`src/rtl/edo_pkg.sv`:
```
// Shared helpers for the EDO DQ drive-enable block.
// Assumes all parameters are positive cycle counts.
package edo_pkg;

    // Width of a counter that must hold values 0..limit.
    function automatic int cnt_width(input int limit);
        return (limit < 2) ? 1 : $clog2(limit + 1);
    endfunction

    // Larger of two cycle limits.
    function automatic int max2(input int a, input int b);
        return (a > b) ? a : b;
    endfunction

endpackage

```
`src/rtl/edo_strobe_edge.sv`:
```
// Column-strobe edge detector.
// Registers the sampled column strobe and reports rise and fall edges
// relative to the previous sample. The idle state after reset is high.
module edo_strobe_edge (
    input  logic clk,
    input  logic rst_n,
    input  logic col_n,
    output logic col_rise,
    output logic col_fall
);
    logic col_q;

    // Remember the last sampled strobe level.
    always_ff @(posedge clk) begin
        if (!rst_n) col_q <= 1'b1;
        else        col_q <= col_n;
    end

    // Edge flags for the current sample.
    always_comb begin
        col_rise = !col_q && col_n;
        col_fall = col_q && !col_n;
    end
endmodule

```
`src/rtl/edo_run_timer.sv`:
```
// Consecutive-cycle run timer.
// Counts cycles with run high; expire is high in the LIM-th consecutive
// run cycle and each following run cycle. Any cycle with run low restarts it.
// Assumes LIM >= 1.
module edo_run_timer #(
    parameter int LIM = 2
) (
    input  logic clk,
    input  logic rst_n,
    input  logic run,
    output logic expire
);
    import edo_pkg::*;
    localparam int CW = cnt_width(LIM);
    localparam logic [CW-1:0] LAST = CW'(LIM - 1);

    logic [CW-1:0] cnt_q;

    // Expiry once LIM-1 earlier run cycles have been seen.
    always_comb expire = run && (cnt_q == LAST);

    // Count run cycles, saturating at the last value.
    always_ff @(posedge clk) begin
        if (!rst_n)         cnt_q <= '0;
        else if (!run)      cnt_q <= '0;
        else if (!expire)   cnt_q <= cnt_q + 1'b1;
    end

    p_cnt_bound_r7: assert property (@(posedge clk) disable iff (!rst_n)
        cnt_q <= LAST);
endmodule

```
`src/rtl/edo_oe_latch.sv`:
```
// Latched output-disable tracker.
// While the column strobe is high, counts consecutive output-enable-high
// cycles. A run starting in the rise cycle needs HOLD_CYC cycles, a run
// starting later needs PULSE_CYC cycles. Reaching the limit sets the latch;
// a column-strobe fall clears it. Assumes both limits are >= 1.
module edo_oe_latch #(
    parameter int HOLD_CYC  = 2,
    parameter int PULSE_CYC = 3
) (
    input  logic clk,
    input  logic rst_n,
    input  logic col_n,
    input  logic col_rise,
    input  logic col_fall,
    input  logic oe_n,
    output logic lat_d,
    output logic lat_q
);
    import edo_pkg::*;
    localparam int MAXT = max2(HOLD_CYC, PULSE_CYC);
    localparam int CW   = cnt_width(MAXT);

    logic [CW-1:0] cnt_q;
    logic          from_rise_q;
    logic          from_rise_now;
    logic          counting;
    logic [CW:0]   thr;
    logic          hit;

    // Pick the threshold that applies to the current run.
    always_comb begin
        counting      = col_n && oe_n;
        from_rise_now = (cnt_q == '0) ? col_rise : from_rise_q;
        thr           = from_rise_now ? (CW+1)'(HOLD_CYC) : (CW+1)'(PULSE_CYC);
        hit           = counting && (({1'b0, cnt_q} + 1'b1) >= thr);
    end

    // Next latch value: fall clears first, then a completed run sets.
    always_comb begin
        if (col_fall) lat_d = 1'b0;
        else if (hit) lat_d = 1'b1;
        else          lat_d = lat_q;
    end

    // Run counter and its origin flag.
    always_ff @(posedge clk) begin
        if (!rst_n || !counting) begin
            cnt_q       <= '0;
            from_rise_q <= 1'b0;
        end else begin
            from_rise_q <= from_rise_now;
            if (cnt_q != CW'(MAXT)) cnt_q <= cnt_q + 1'b1;
        end
    end

    // Latch register.
    always_ff @(posedge clk) begin
        if (!rst_n) lat_q <= 1'b0;
        else        lat_q <= lat_d;
    end

    p_latch_holds_r4: assert property (@(posedge clk) disable iff (!rst_n)
        (lat_q && col_n) |=> lat_q);
    p_fall_clears_r6: assert property (@(posedge clk) disable iff (!rst_n)
        col_fall |=> !lat_q);
    p_set_only_high_r5: assert property (@(posedge clk) disable iff (!rst_n)
        $rose(lat_q) |-> $past(col_n));
endmodule

```
`src/rtl/edo_dq_enable.sv`:
```
// EDO DQ drive-enable controller (top).
// Holds captured read data across column-strobe precharge and drives the
// DQ bus while output enable is low and no latched disable is in force.
// Held data is dropped by the strobe-release timer or the write timer.
// Inputs are assumed synchronous to clk; the output is registered.
module edo_dq_enable #(
    parameter int HOLD_CYC    = 2,
    parameter int PULSE_CYC   = 3,
    parameter int REL_DLY_CYC = 2,
    parameter int WE_DLY_CYC  = 3
) (
    input  logic clk,
    input  logic rst_n,
    input  logic row_n,
    input  logic col_n,
    input  logic oe_n,
    input  logic wr_n,
    input  logic rd_valid,
    output logic dq_drive
);
    logic col_rise, col_fall;
    logic lat_d, lat_q;
    logic rel_exp, we_exp;
    logic capture;
    logic held_q, held_d;
    logic drive_d;

    edo_strobe_edge i_edge (
        .clk(clk), .rst_n(rst_n), .col_n(col_n),
        .col_rise(col_rise), .col_fall(col_fall)
    );

    edo_oe_latch #(.HOLD_CYC(HOLD_CYC), .PULSE_CYC(PULSE_CYC)) i_latch (
        .clk(clk), .rst_n(rst_n), .col_n(col_n),
        .col_rise(col_rise), .col_fall(col_fall), .oe_n(oe_n),
        .lat_d(lat_d), .lat_q(lat_q)
    );

    edo_run_timer #(.LIM(REL_DLY_CYC)) i_rel_timer (
        .clk(clk), .rst_n(rst_n), .run(row_n && col_n), .expire(rel_exp)
    );

    edo_run_timer #(.LIM(WE_DLY_CYC)) i_we_timer (
        .clk(clk), .rst_n(rst_n), .run(!wr_n), .expire(we_exp)
    );

    // Held-data state: timers drop it, a read access captures it.
    always_comb begin
        capture = !row_n && !col_n && wr_n && rd_valid;
        if (rel_exp || we_exp) held_d = 1'b0;
        else if (capture)      held_d = 1'b1;
        else                   held_d = held_q;
        drive_d = held_d && !oe_n && !lat_d;
    end

    // State and output registers.
    always_ff @(posedge clk) begin
        if (!rst_n) begin
            held_q   <= 1'b0;
            dq_drive <= 1'b0;
        end else begin
            held_q   <= held_d;
            dq_drive <= drive_d;
        end
    end

    p_oe_gates_r3: assert property (@(posedge clk) disable iff (!rst_n)
        oe_n |=> !dq_drive);
    p_release_off_r7: assert property (@(posedge clk) disable iff (!rst_n)
        rel_exp |=> !dq_drive);
    p_write_off_r8: assert property (@(posedge clk) disable iff (!rst_n)
        we_exp |=> !dq_drive);
    p_latch_blocks_r4: assert property (@(posedge clk) disable iff (!rst_n)
        lat_q |-> !dq_drive);
    p_drive_needs_data_r1: assert property (@(posedge clk) disable iff (!rst_n)
        dq_drive |-> held_q);
endmodule

```
`config.mk`:
```
export PLATFORM = sky130hd
export DESIGN_NAME = edo_dq_enable
export DESIGN_NICKNAME = d
export VERILOG_FILES = /design/src/rtl/edo_pkg.sv /design/src/rtl/edo_strobe_edge.sv /design/src/rtl/edo_run_timer.sv /design/src/rtl/edo_oe_latch.sv /design/src/rtl/edo_dq_enable.sv
export SDC_FILE = /design/constraint.sdc
export NUM_CORES = 1
export LEC_CHECK = 0
export ABC_AREA = 0
export ABC_CLOCK_PERIOD_IN_PS = 2700
export BUFFER_PORTS_ARGS = -buffer_cell sky130_fd_sc_hd__buf_4
export CAP_MARGIN = 30
export CORE_AREA = 3 3 40 42
export DETAILED_ROUTE_END_ITERATION = 7
export DIE_AREA = 0 0 43 45
export GPL_TIMING_DRIVEN = 0
export SETUP_SLACK_MARGIN = 0.05
export SLEW_MARGIN = 40
export SYNTH_ARGS = -nofsm -noshare
export SYNTH_HDL_FRONTEND = slang
export SYNTH_SLANG_ARGS = --single-unit
```
`constraint.sdc`:
```
create_clock -name clk -period 2.7 [get_ports clk]
set_input_delay 0.27 -clock clk [delete_from_list [all_inputs] [get_ports clk]]
set_output_delay 0.27 -clock clk [all_outputs]
set_load 0.005 [all_outputs]
```
==> results.txt, run 1 <==
The post-synthesis cell type count is 18. After technology mapping, the gate count stands at 56. The run finished with clean final reports.

For this configuration, the core starts out at a cell density of 39.3%. The clock root buffer master is clkbuf_4. The global route total overflow came out at 0. The cell area after layout came out at ~600 µm². The detailed placement HPWL is about 660 µm. The worst hold path startpoint is oe_n. The hold slack is 0.183 ns. The reported leakage power came out at 0.000290 µW.

For this block, the routed nets add up to just under 900 µm of wire. The count of buffers added on input and output ports is 7. Setup violations remaining at the end of the flow were counted as 0.

After detailed routing, the number of vias per cell comes to 4.67. The max-capacitance violation count is 0. The cell area reported after detailed placement is a little under 600 µm².

The post-CTS setup buffer count is 0. The later pin in the worst-skew pair is clocked with a latency of roughly 0.26 ns. The startpoint identified for the worst register-to-register timing path is i_latch.cnt_q[0]. Headroom to the max-slew limit came out at 80.7%. The maximum number of buffers from clock root to sink came out at 2. The detailed-route via count came out at ~380.

Global routing used 11.5% of the available tracks. The final critical path takes up 60.4% of the cycle. The fraction of registers with async set/reset is 0%. Along the worst hold path, the cell count comes to 2. The Yosys step of the flow raised 0 warnings. The net count after synthesis came out at 68. Relative to the synthesized area, the layout overhead comes to 19.3%. The path class of the tightest hold or removal check is primary input to register.

The wire length of the first global-routing pass came out at 1590 µm. The average wire per cell in the routed design is around 11 µm. In the routed design, unresolved DRC markers number 0. The DRC violation total after the first TritonRoute iteration is 7. Between clock sinks in the finished design, the worst skew comes to 0.00214 ns. The clock tree from TritonCTS is yes.

For this run, the top clock speed supported by timing is 613 MHz. The total area inside the core boundary comes to 1280 µm². For this run, the leading register cell type out of synthesis is dfxtp_1.

The final antenna-violating net count is 0. The fraction of layout instances using a drive strength above 1 came out at between 10% and 20%. The count of inserted antenna diode cells came out at 0. The synthesized design spends more area on one cell type than any other, namely dfxtp_1. The max-slew violation count came out at 0. The number of buffers added to fix hold violations after cts came out at 0.

The fraction of the yosys area taken by sequential cells is between 40% and 50%. STA classifies the critical path startpoint as a register. The combined area of all synthesized cells is 505 µm². The final-stage net count is 80. The worst ir drop on vdd is 0.000282 V. The number of antenna violations at the first check in global routing is 0. The endpoint identified for the worst register-to-register timing path is i_latch.lat_q. The post-synthesis sequential element count came out at 11. The number of detailed-routing iterations run before antenna repair is 2.

The largest net degree at the start of global routing came out at 7. After routing, the total negative slack on setup checks comes to 0 ns. The height of the die is 45 µm. The floorplan has 13 rows. In this run, synthesis inferred 0 flip-flops with an integrated enable. The count of cells along the worst register-to-register path came out at 7. In this run, post-CTS repair resized a total of 0 instances.

Setup repair after global routing left no endpoint under its margin. After clock tree synthesis, the clock-pin slew on the worst setup and hold paths is approximately 0.060 ns. The arrival time at the worst endpoint came out at 1.78 ns.

The final weighted congestion of routability-driven global placement is 0.631. The width of the die is roughly 43 µm. By instance count, the leading cell after synthesis is dfxtp_1.

In the post-synthesis netlist, the biggest area contributors are dfxtp_1 (44%), ha_1 (12%), nor2_1 (7.4%), inv_1 (5.9%), xor2_1 (5.2%). The depth of the CTS H-tree is 1. A synthesized cell averages around 9 µm². The number of global-route vias before repair is roughly 400. The type of destination of the critical path is a register.

The clock net sink count is 11. The count of pins on the block boundary came out at 8. The clock period could shrink to ~1.6 ns. The highest net fanout along the worst path came out at 4. The path type of the worst setup path is register to register.

The transition time at the pin with the least slew margin is about 0.29 ns. For this design the ratio of total power to cell area is 515 nW/µm². In this run, CTS created clock tree buffers numbering 3. The final hold violation count came out at 0. The die covers 1940 µm². The commonest cells after synthesis are dfxtp_1 (11), nor2_1 (10), inv_1 (8). The data required time at the worst endpoint is 2.85 ns. The worst hold path terminates at dq_drive. Summed over its instances, the top area cell type makes up 43.6% of the synthesized netlist area. The worst register-to-register path has a setup slack of between 1 and 1.5 ns.
## layer usage
layer / track usage, % / vias up / wire (µm)
met2: 19.8 / 9 / 413
li1: - / 207 / -
met4: 5.42 / 0 / 8
met1: 11.7 / 165 / 386
met3: 5.58 / 2 / 61
met5: 0 / - / 0
## report_power, final
group          internal [µW]  switching (µW)  total (µW)
Combinational           16.3            15.7        32.0
Clock                   57.1            51.0         108
Sequential               167            3.40         171
## sequential cells by signal, summed over array words and instances (netlist names)
register	count
i_latch.cnt_q	2
held_q	1
i_we_timer.cnt_q	2
i_edge.col_q	1
i_latch.from_rise_q	1
i_latch.lat_q	1
i_rel_timer.cnt_q	2
dq_drive	1
## final cells by class
class                   count  area [µm²]
repair buffers              7        52.6
inverters                   8        30.0
clock buffers               4        26.3
well taps                  15        18.8
multi-input cells          37         255
flip-flops and latches     11         220
fillers                   139         682
## metrics by stage
stage / worst slack [ns] / instances / total power [µW] / utilization (%)
after floorplan: 1.17 / 56 / 192 / -
after global placement: 1.10 / 78 / 205 / 44.9
after detailed placement: 1.05 / 78 / 206 / 44.9
after CTS: 1.05 / 82 / 319 / 46.9
after global routing: 0.943 / 82 / 333 / 46.9
final: 1.07 / 82 / 311 / 46.9
## how the worst max path moves through the flow
stage,startpoint,endpoint,slack (ns),depth (start not counted)
6_report,i_latch.cnt_q[0],i_latch.lat_q,1.07,7
3_5_place_dp,i_latch.cnt_q[0],i_latch.lat_q,1.05,7
4_1_cts,i_latch.cnt_q[0],i_latch.lat_q,1.05,7
5_1_grt,i_latch.cnt_q[0],i_latch.lat_q,0.94,7
2_1_floorplan,i_latch.cnt_q[0],i_latch.lat_q,1.17,7
3_3_place_gp,i_latch.cnt_q[0],i_latch.lat_q,1.10,7
## kinds of logic after synthesis
group	count (synthesis)	synth area share, %
xor+xnor	3	5.20
simple gates	17	16.8
mux	2	3.96
fa+ha+maj	5	12.4
compound gates	10	12.1
flops	11	43.6
buf+inv	8	5.94
## placed cells by master (no fill, tap or decap), drive strengths merged
| cell | Yosys | layout |
|---|---|---|
| dfxtp | 11 | 11 |
| nor2 | 10 | 10 |
| inv | 8 | 8 |
| buf | 0 | 7 |
| ha | 5 | 5 |
| clkbuf | 0 | 4 |
| o21ai | 3 | 3 |
| xor2 | 3 | 3 |
| a21oi | 3 | 3 |
| mux2i | 2 | 2 |
| nand3 | 2 | 2 |
| a21boi | 2 | 2 |
| nor2b | 1 | 1 |
| and3b | 1 | 1 |
| o22ai | 1 | 1 |
| nand2 | 1 | 1 |
| o311a | 1 | 1 |
| nand2b | 1 | 1 |
| nor4 | 1 | 1 |
## critical path, cell delays in order (launching register included)
cell and delay (ns):
dfxtp_1 0.39, inv_1 0.06, ha_1 0.21, mux2i_1 0.20
ha_1 0.26, inv_1 0.05, a21boi_0 0.08, o311a_1 0.28
Note: power is estimated with default switching activity, not from simulation.
==> inputs of run 2 (changes only) <==
--- a/config.mk
+++ b/config.mk
@@ -5,8 +5,8 @@
 export SDC_FILE = /design/constraint.sdc
 export NUM_CORES = 1
 export LEC_CHECK = 0
-export ABC_AREA = 0
-export ABC_CLOCK_PERIOD_IN_PS = 2700
+export ABC_AREA = 1
+export ABC_CLOCK_PERIOD_IN_PS = 1300
 export BUFFER_PORTS_ARGS = -buffer_cell sky130_fd_sc_hd__buf_4
 export CAP_MARGIN = 30
 export CORE_AREA = 3 3 40 42
==> constraint.sdc (replaced) <==
create_clock -name clk -period 1.3 [get_ports clk]
set_input_delay 0.13 -clock clk [delete_from_list [all_inputs] [get_ports clk]]
set_output_delay 0.13 -clock clk [all_outputs]
set_load 0.005 [all_outputs]
==> results.txt, run 2 <==
The total area inside the core boundary comes to 1280 µm². The fraction of the yosys area taken by sequential cells is between 40% and 50%. The post-synthesis cell type count is 13.

Across the routed clock network, the largest skew measured is 0.00401 ns. In the layout the commonest cells are nand2_1 (17), inv_1 (12), buf_4 (10). The cell area reported after detailed placement came out at 644 µm².

The placement row count came out at 13. The max-slew violation count is 0. The worst hold path belongs to the class primary input to register. CTS placed an instance of clkbuf_4 at the clock tree root. The worst ir drop on vdd came out at around 0.00051 V. The total power divided by cell area came out at between 900 and 1000 nW/µm². The area growth from synthesis to layout came out at 33.7%. The largest total area in the synthesized netlist belongs to dfxtp_1. The final weighted congestion of routability-driven global placement came out at 0.703. The number of antenna violations at the first check in global routing came out at 0.

Along the worst path, the maximum fanout reaches 2. The post-synthesis sequential element count came out at 11. Counting along the longest clock path gives a buffer depth of 2. Entering global routing, the biggest net connects 7 pins.

The synthesized instance count is 75. The final layout contains 102 nets. The total overflow left after global routing is 0. In this run the number of H-tree levels came out at 1. The total clock buffers created by CTS came out at 3. The final antenna-violating net count came out at 0. The number of antenna diodes in the final layout is 0. The number of detailed-routing iterations run before antenna repair is 4. The width of the die came out at 43 µm. The fraction of synthesized cell area taken by the top area cell type came out at 40.6%.

The detailed-route via count is 456. The final reports fail on negative setup slack. The die area came out at 1940 µm². Setup repair after global routing could not meet its margin everywhere.

The cell area after layout came out at 724 µm². The number of enable flip-flop cells after synthesis is 0. The number of global-route vias before repair came to 435. The reported leakage power came out at 0.000355 µW. The synthesized area divided by synthesized cell count came out at 7.22 µm².

In the final routed layout, each cell accounts on average for 8.63 µm. Clock-pin slew was measured on the worst setup and hold paths at 0.07 ns. The part of the total power dissipated in the clock network is 34.2%. The number of buffers added on ports is 7. The clock net sink count came out at 11. The clock tree from TritonCTS is yes. The internal portion of the total power is 513 µW. Once placement completed, the tool counted placed cells totaling 97. The final critical-path share of the clock period is 113%. The kind of start point of the critical path is a register. The height of the die is 45 µm. The total track usage is a little under an eighth. Ranked by total cell area, the synthesized netlist is headed by dfxtp_1 (41%), nand2_1 (15%), ha_1 (12%), inv_1 (10%), nor2_1 (4.8%). The final hold violation count came to 0. Using the TritonRoute via totals, the vias-per-cell ratio works out to 4.38. The later-pin clock latency in the skew report came out at 0.27 ns. The number of buffers added to fix hold violations after cts came out at 0.

The worst setup path is of the register to register kind. The net switching power figure is 169 µW. The share of power burned in combinational logic came out at 13.9%.

The number of setup violations in the final report came out at 2. The transition time at the pin with the least slew margin is 0.184 ns. Ranked by instance count, the synthesized netlist is headed by nand2_1 (21), inv_1 (15), dfxtp_1 (11). The fraction of registers with async set/reset is 0%. The worst setup path is captured at a register.

The largest registers in the layout are i_latch.cnt_q: 2 flops, i_rel_timer.cnt_q: 2 flops, i_we_timer.cnt_q: 2 flops. The library cell used most frequently in the layout, excluding fill and tap cells, is nand2_1. The fraction of layout instances using a drive strength above 1 is about a third. Setup total negative slack on the finished layout was measured at -0.317 ns. The synthesized netlist occupies a cell area of about 540 µm². Counting I/O delays and the setup requirement, the final critical path takes 1.47 ns.

The final worst slack came out at -0.171 ns. The detailed placement HPWL came out at 689 µm. The most numerous cell in the Yosys netlist is nand2_1. The switching fraction of total power is 24.8%. The post-layout instance count excluding filler cells came out at 104.

The flow ran to the end, but the final reports show violations. The starting density of the core came out at 42.2%. Sequential cells account for between 50% and 60% of the total power. The pre-CTS setup slack came out at -0.219 ns.

The highest clock rate is between 600 and 700 MHz. For this run, the leading register cell type out of synthesis is dfxtp_1. Counting every net in the synthesized netlist gives 87. 8 I/O pins were placed. The wire length of the first global-routing pass came out at 1620 µm. For this run, design rule violations remaining after detail routing come to 0.

The arrival time at the worst endpoint came out at 1.68 ns. The DRC violation total after the first TritonRoute iteration is 8. The data required time at the worst endpoint came out at 1.51 ns. Yosys printed 0 warnings.

The max-capacitance violation count is 0. The detailed-route wire length is ~900 µm. The worst-case headroom to the max-slew limit came out at 87.7%.
-- run 2: path summary, 6_finish.rpt --
| path | slack (ns) | end | depth (start not counted) | startpoint |
|---|---|---|---|---|
| max | -0.17 | i_latch.lat_q | 12 | i_latch.cnt_q[0] |
| min reg2reg | 0.47 | i_rel_timer.cnt_q[1] | 2 | i_rel_timer.cnt_q[1] |
| max reg2reg | -0.17 | i_latch.lat_q | 12 | i_latch.cnt_q[0] |
| min | 0.07 | i_edge.col_q | 2 | rst_n |
-- run 2: power by group through the flow --
| stage | Clock [µW] | Sequential (µW) | Combinational, µW |
|---|---|---|---|
| 6_report | 233 | 354 | 94.8 |
| 2_1_floorplan | 0 | 362 | 49.7 |
| 5_1_grt | 254 | 355 | 110 |
| 3_3_place_gp | 0 | 363 | 76.9 |
| 4_1_cts | 246 | 354 | 83.8 |
| 3_5_place_dp | 0 | 363 | 78.3 |
-- run 2: timing repair --
action                                  4_1_cts  5_1_grt
resized for setup                             1        9
buffers inserted                              2        1
pin swaps                                     1        1
endpoints found under the setup margin        2        2
-- run 2: critical path, cell delays in order (launching register included) --
cell	delay (ns)
dfxtp_4	0.35
inv_4	0.06
ha_4	0.13
inv_4	0.04
o31ai_4	0.16
inv_2	0.08
ha_4	0.27
nand2_2	0.04
nand3_2	0.07
nand2_2	0.05
nand2_2	0.07
nand2_1	0.05
nor2_1	0.07
-- run 2: through the flow --
stage               util, %  power, µW  hold WS [ns]
floorplan                 -        411         0.199
global placement       50.1        439         0.349
detailed placement     50.1        441         0.355
CTS                    53.4        683        0.0595
global route           56.4        719        0.0679
finish                 56.4        682        0.0704
-- run 2: layout make-up --
type / instances / area, µm²
inverter: 17 / 68.8
timing repair buffer: 10 / 75.1
sequential: 11 / 225
fill: 127 / 561
multi-input combinational: 47 / 310
tap: 15 / 18.8
clock buffer: 4 / 26.3
-- run 2: metal layers --
layer | vias up | routed length [µm] | GRT usage (%)
met2 | 7 | 418 | 17.4
met5 | - | 0 | 0
met1 | 193 | 421 | 13.9
met4 | 0 | 22 | 10.8
li1 | 254 | - | -
met3 | 2 | 35 | 2.39
-- run 2: kinds of logic (layout without fill, tap and decap cells) --
logic type / count (synthesis) / after routing / share of synthesized area (%)
simple gates: 34 / 34 / 25.4
buf+inv: 17 / 31 / 11.8
flops: 11 / 11 / 40.6
compound gates: 6 / 6 / 7.39
fa+ha+maj: 5 / 5 / 11.5
xor+xnor: 2 / 2 / 3.23
==> inputs of run 3 (changes only) <==
--- a/config.mk
+++ b/config.mk
@@ -5,14 +5,15 @@
 export SDC_FILE = /design/constraint.sdc
 export NUM_CORES = 1
 export LEC_CHECK = 0
-export ABC_AREA = 1
 export ABC_CLOCK_PERIOD_IN_PS = 1300
 export BUFFER_PORTS_ARGS = -buffer_cell sky130_fd_sc_hd__buf_4
 export CAP_MARGIN = 30
-export CORE_AREA = 3 3 40 42
+export CORE_ASPECT_RATIO = 1.25
+export CORE_MARGIN = 3
+export CORE_UTILIZATION = 30
 export DETAILED_ROUTE_END_ITERATION = 7
-export DIE_AREA = 0 0 43 45
 export GPL_TIMING_DRIVEN = 0
+export HOLD_SLACK_MARGIN = 0.08
 export SETUP_SLACK_MARGIN = 0.05
 export SLEW_MARGIN = 40
 export SYNTH_ARGS = -nofsm -noshare
==> results.txt, run 3 (same netlist as run 1, synthesis figures left out) <==
The worst setup path is launched from a register. The highest net fanout along the worst path came out at 2. Once routing completed, OpenROAD measured the worst setup slack at -0.178 ns.

Input and output buffers added on the ports amount to 7. The cell area reported after detailed placement is slightly below 600 µm². The run finished, with violations left. The final antenna-violating net count is 0. The cell area after layout is 664 µm². The final worst clock skew is 0.000770 ns. The sum of internal, switching and leakage power is 666 µW.

The width of the die is 42.7 µm. Measured against its own limit, the worst slew margin works out to 81.7%. The data required time at the worst endpoint came out at 1.46 ns. The critical path goes through inv_2 > ha_4 > mux2i_1 > ha_1 > inv_1 > a21boi_1 > o311a_1. The number of detailed-routing iterations run before antenna repair came out at 1. The detailed placement HPWL came out at 674 µm.

Setup violations remaining at the end of the flow were counted as 1. The number of antenna violations at the first check in global routing came to 0. TritonCTS created 3 clock buffers.

In the layout the commonest cells are nor2_1 (10), dfxtp_1 (9), buf_4 (9). The final weighted congestion of routability-driven global placement came out at 0.733. The remaining design rule violation count came out at 0.

TritonCTS built the clock tree. Entering global routing, the biggest net connects 7 pins. The utilization after layout came out at 44.8%.

The delay contributed by the slowest stage of the critical path came out at 0.35 ns. The depth of the CTS H-tree is 1. In this run the clock root is driven by a clkbuf_4. The arrival time at the worst endpoint is between 1.5 and 2 ns. Dividing total power by cell area gives a power density of 1000 nW/µm².

The area inside the core boundary came out at 1480 µm². The clock passes through at most 2 buffers. The detailed-route via count is 406. The largest registers in the layout are i_latch.cnt_q: 2 flops, i_rel_timer.cnt_q: 2 flops, i_we_timer.cnt_q: 2 flops. From bottom edge to top edge, the die measures 51.9 µm. The worst hold-check path type is primary input to register. The buffer and inverter count on the worst path came out at 2. Setup repair after global routing could not meet its margin everywhere. The count of pins on the block boundary is 8.

The DRC violation total after the first TritonRoute iteration came out at 0. The final hold violation count is 0. The checks that failed: negative setup slack. The later-pin clock latency in the skew report came out at about 0.27 ns. The final layout contains routed wiring with a total length of around 920 µm. The transition time at the pin with the least slew margin came out at between 0.2 and 0.3 ns.

The fraction of layout instances using a drive strength above 1 came out at 28.2%. The library cell used most frequently in the layout, excluding fill and tap cells, is nor2_1. The clock period minus final worst setup slack came out at between 1 and 1.5 ns. The worst ir drop on vdd is about 0.00049 V. The via density per instance came out at around 4.6. The max-slew violation count came out at 0. The critical path in this run is classified as register to register. The number of global-route vias before repair is 411. STA classifies the critical path endpoint as a register.

The final setup TNS came out at -0.178 ns. The area growth from synthesis to layout came out at 31.4%. In the global route stage, overall resource usage came out at 10.4%. The fill cell total of the finished layout is 156. The wire length of the first global-routing pass is ~1600 µm.

The reported leakage power came out at 0.000312 µW. For this design, the sink count on the clock tree is 11. Across the run, the number of max-cap violations was 0. The starting density of the core came out at around 34%. The count of inserted antenna diode cells is 0. The pre-CTS setup slack is -0.221 ns. The placement row count came out at 15. The clock-pin slew of the registers on the worst-case setup and hold paths is 0.07 ns. Dividing the detail-routed wire length by the instance count gives 10.4 µm.

The worst-path cell with the longest stage delay is dfxtp_4. The global route total overflow is 0. The final critical-path share of the clock period is 114%.

The final-stage net count came out at between 80 and 90. The kind of cell with the highest combined delay along the critical path is adder cells. The highest clock rate came out at between 600 and 700 MHz.

The die area is 2220 µm².
-- run 3: worst paths after layout --
check / startpoint / to / slack (ns) / cells past startpoint
hold reg to reg: i_rel_timer.cnt_q[1] / i_rel_timer.cnt_q[1] / 0.49 / 2
hold / removal: col_n / i_edge.col_q / 0.1 / 3
setup reg to reg: i_latch.cnt_q[0] / i_latch.lat_q / -0.18 / 7
setup / recovery: i_latch.cnt_q[0] / i_latch.lat_q / -0.18 / 7
-- run 3: timing repair --
action | CTS | global route
endpoints found under the hold margin | 2 | 0
buffers inserted | 2 | 0
endpoints found under the setup margin | 1 | 2
pin swaps | 1 | 1
hold buffers | 2 | 0
resized for setup | 2 | 2
-- run 3: worst reg2reg max path, cell delays in order, from the launching register on --
cell and delay (ns):
dfxtp_4 0.35, inv_2 0.06, ha_4 0.12, mux2i_1 0.22, ha_1 0.25, inv_1 0.05
a21boi_1 0.05, o311a_1 0.28
-- run 3: final cells by class --
class	instances	area [µm²]	share of cell area, %
Sequential cell	11	225	33.9
Inverter	8	30.0	4.52
Clock buffer	4	26.3	3.95
Tap cell	17	21.3	3.20
Multi-Input combinational cell	37	274	41.2
Timing Repair Buffer	11	87.6	13.2
-- run 3: where the power goes --
| group | leakage, µW | internal (µW) | total [µW] | switching, µW |
|---|---|---|---|---|
| logic | 0.000207 | 42.0 | 78.2 | 36.2 |
| clock network | 0.0000150 | 119 | 236 | 117 |
| registers | 0.0000908 | 346 | 352 | 6.11 |
| total | 0.000312 | 507 | 666 | 159 |
-- run 3: through the flow --
stage | instances | hold slack [ns]
finish | 88 | 0.0959
global route | 88 | 0.114
CTS | 88 | 0.0916
detailed placement | 80 | 0.321
global placement | 80 | 0.318
floorplan | 56 | 0.199
-- run 3: routing by layer --
metal / global-route usage, % / vias up / routed length [µm]
met4: 12.4 / 0 / 55
met5: 0 / - / 0
met3: 1.04 / 5 / 23
met1: 10.9 / 177 / 389
li1: - / 215 / -
met2: 16.5 / 9 / 447
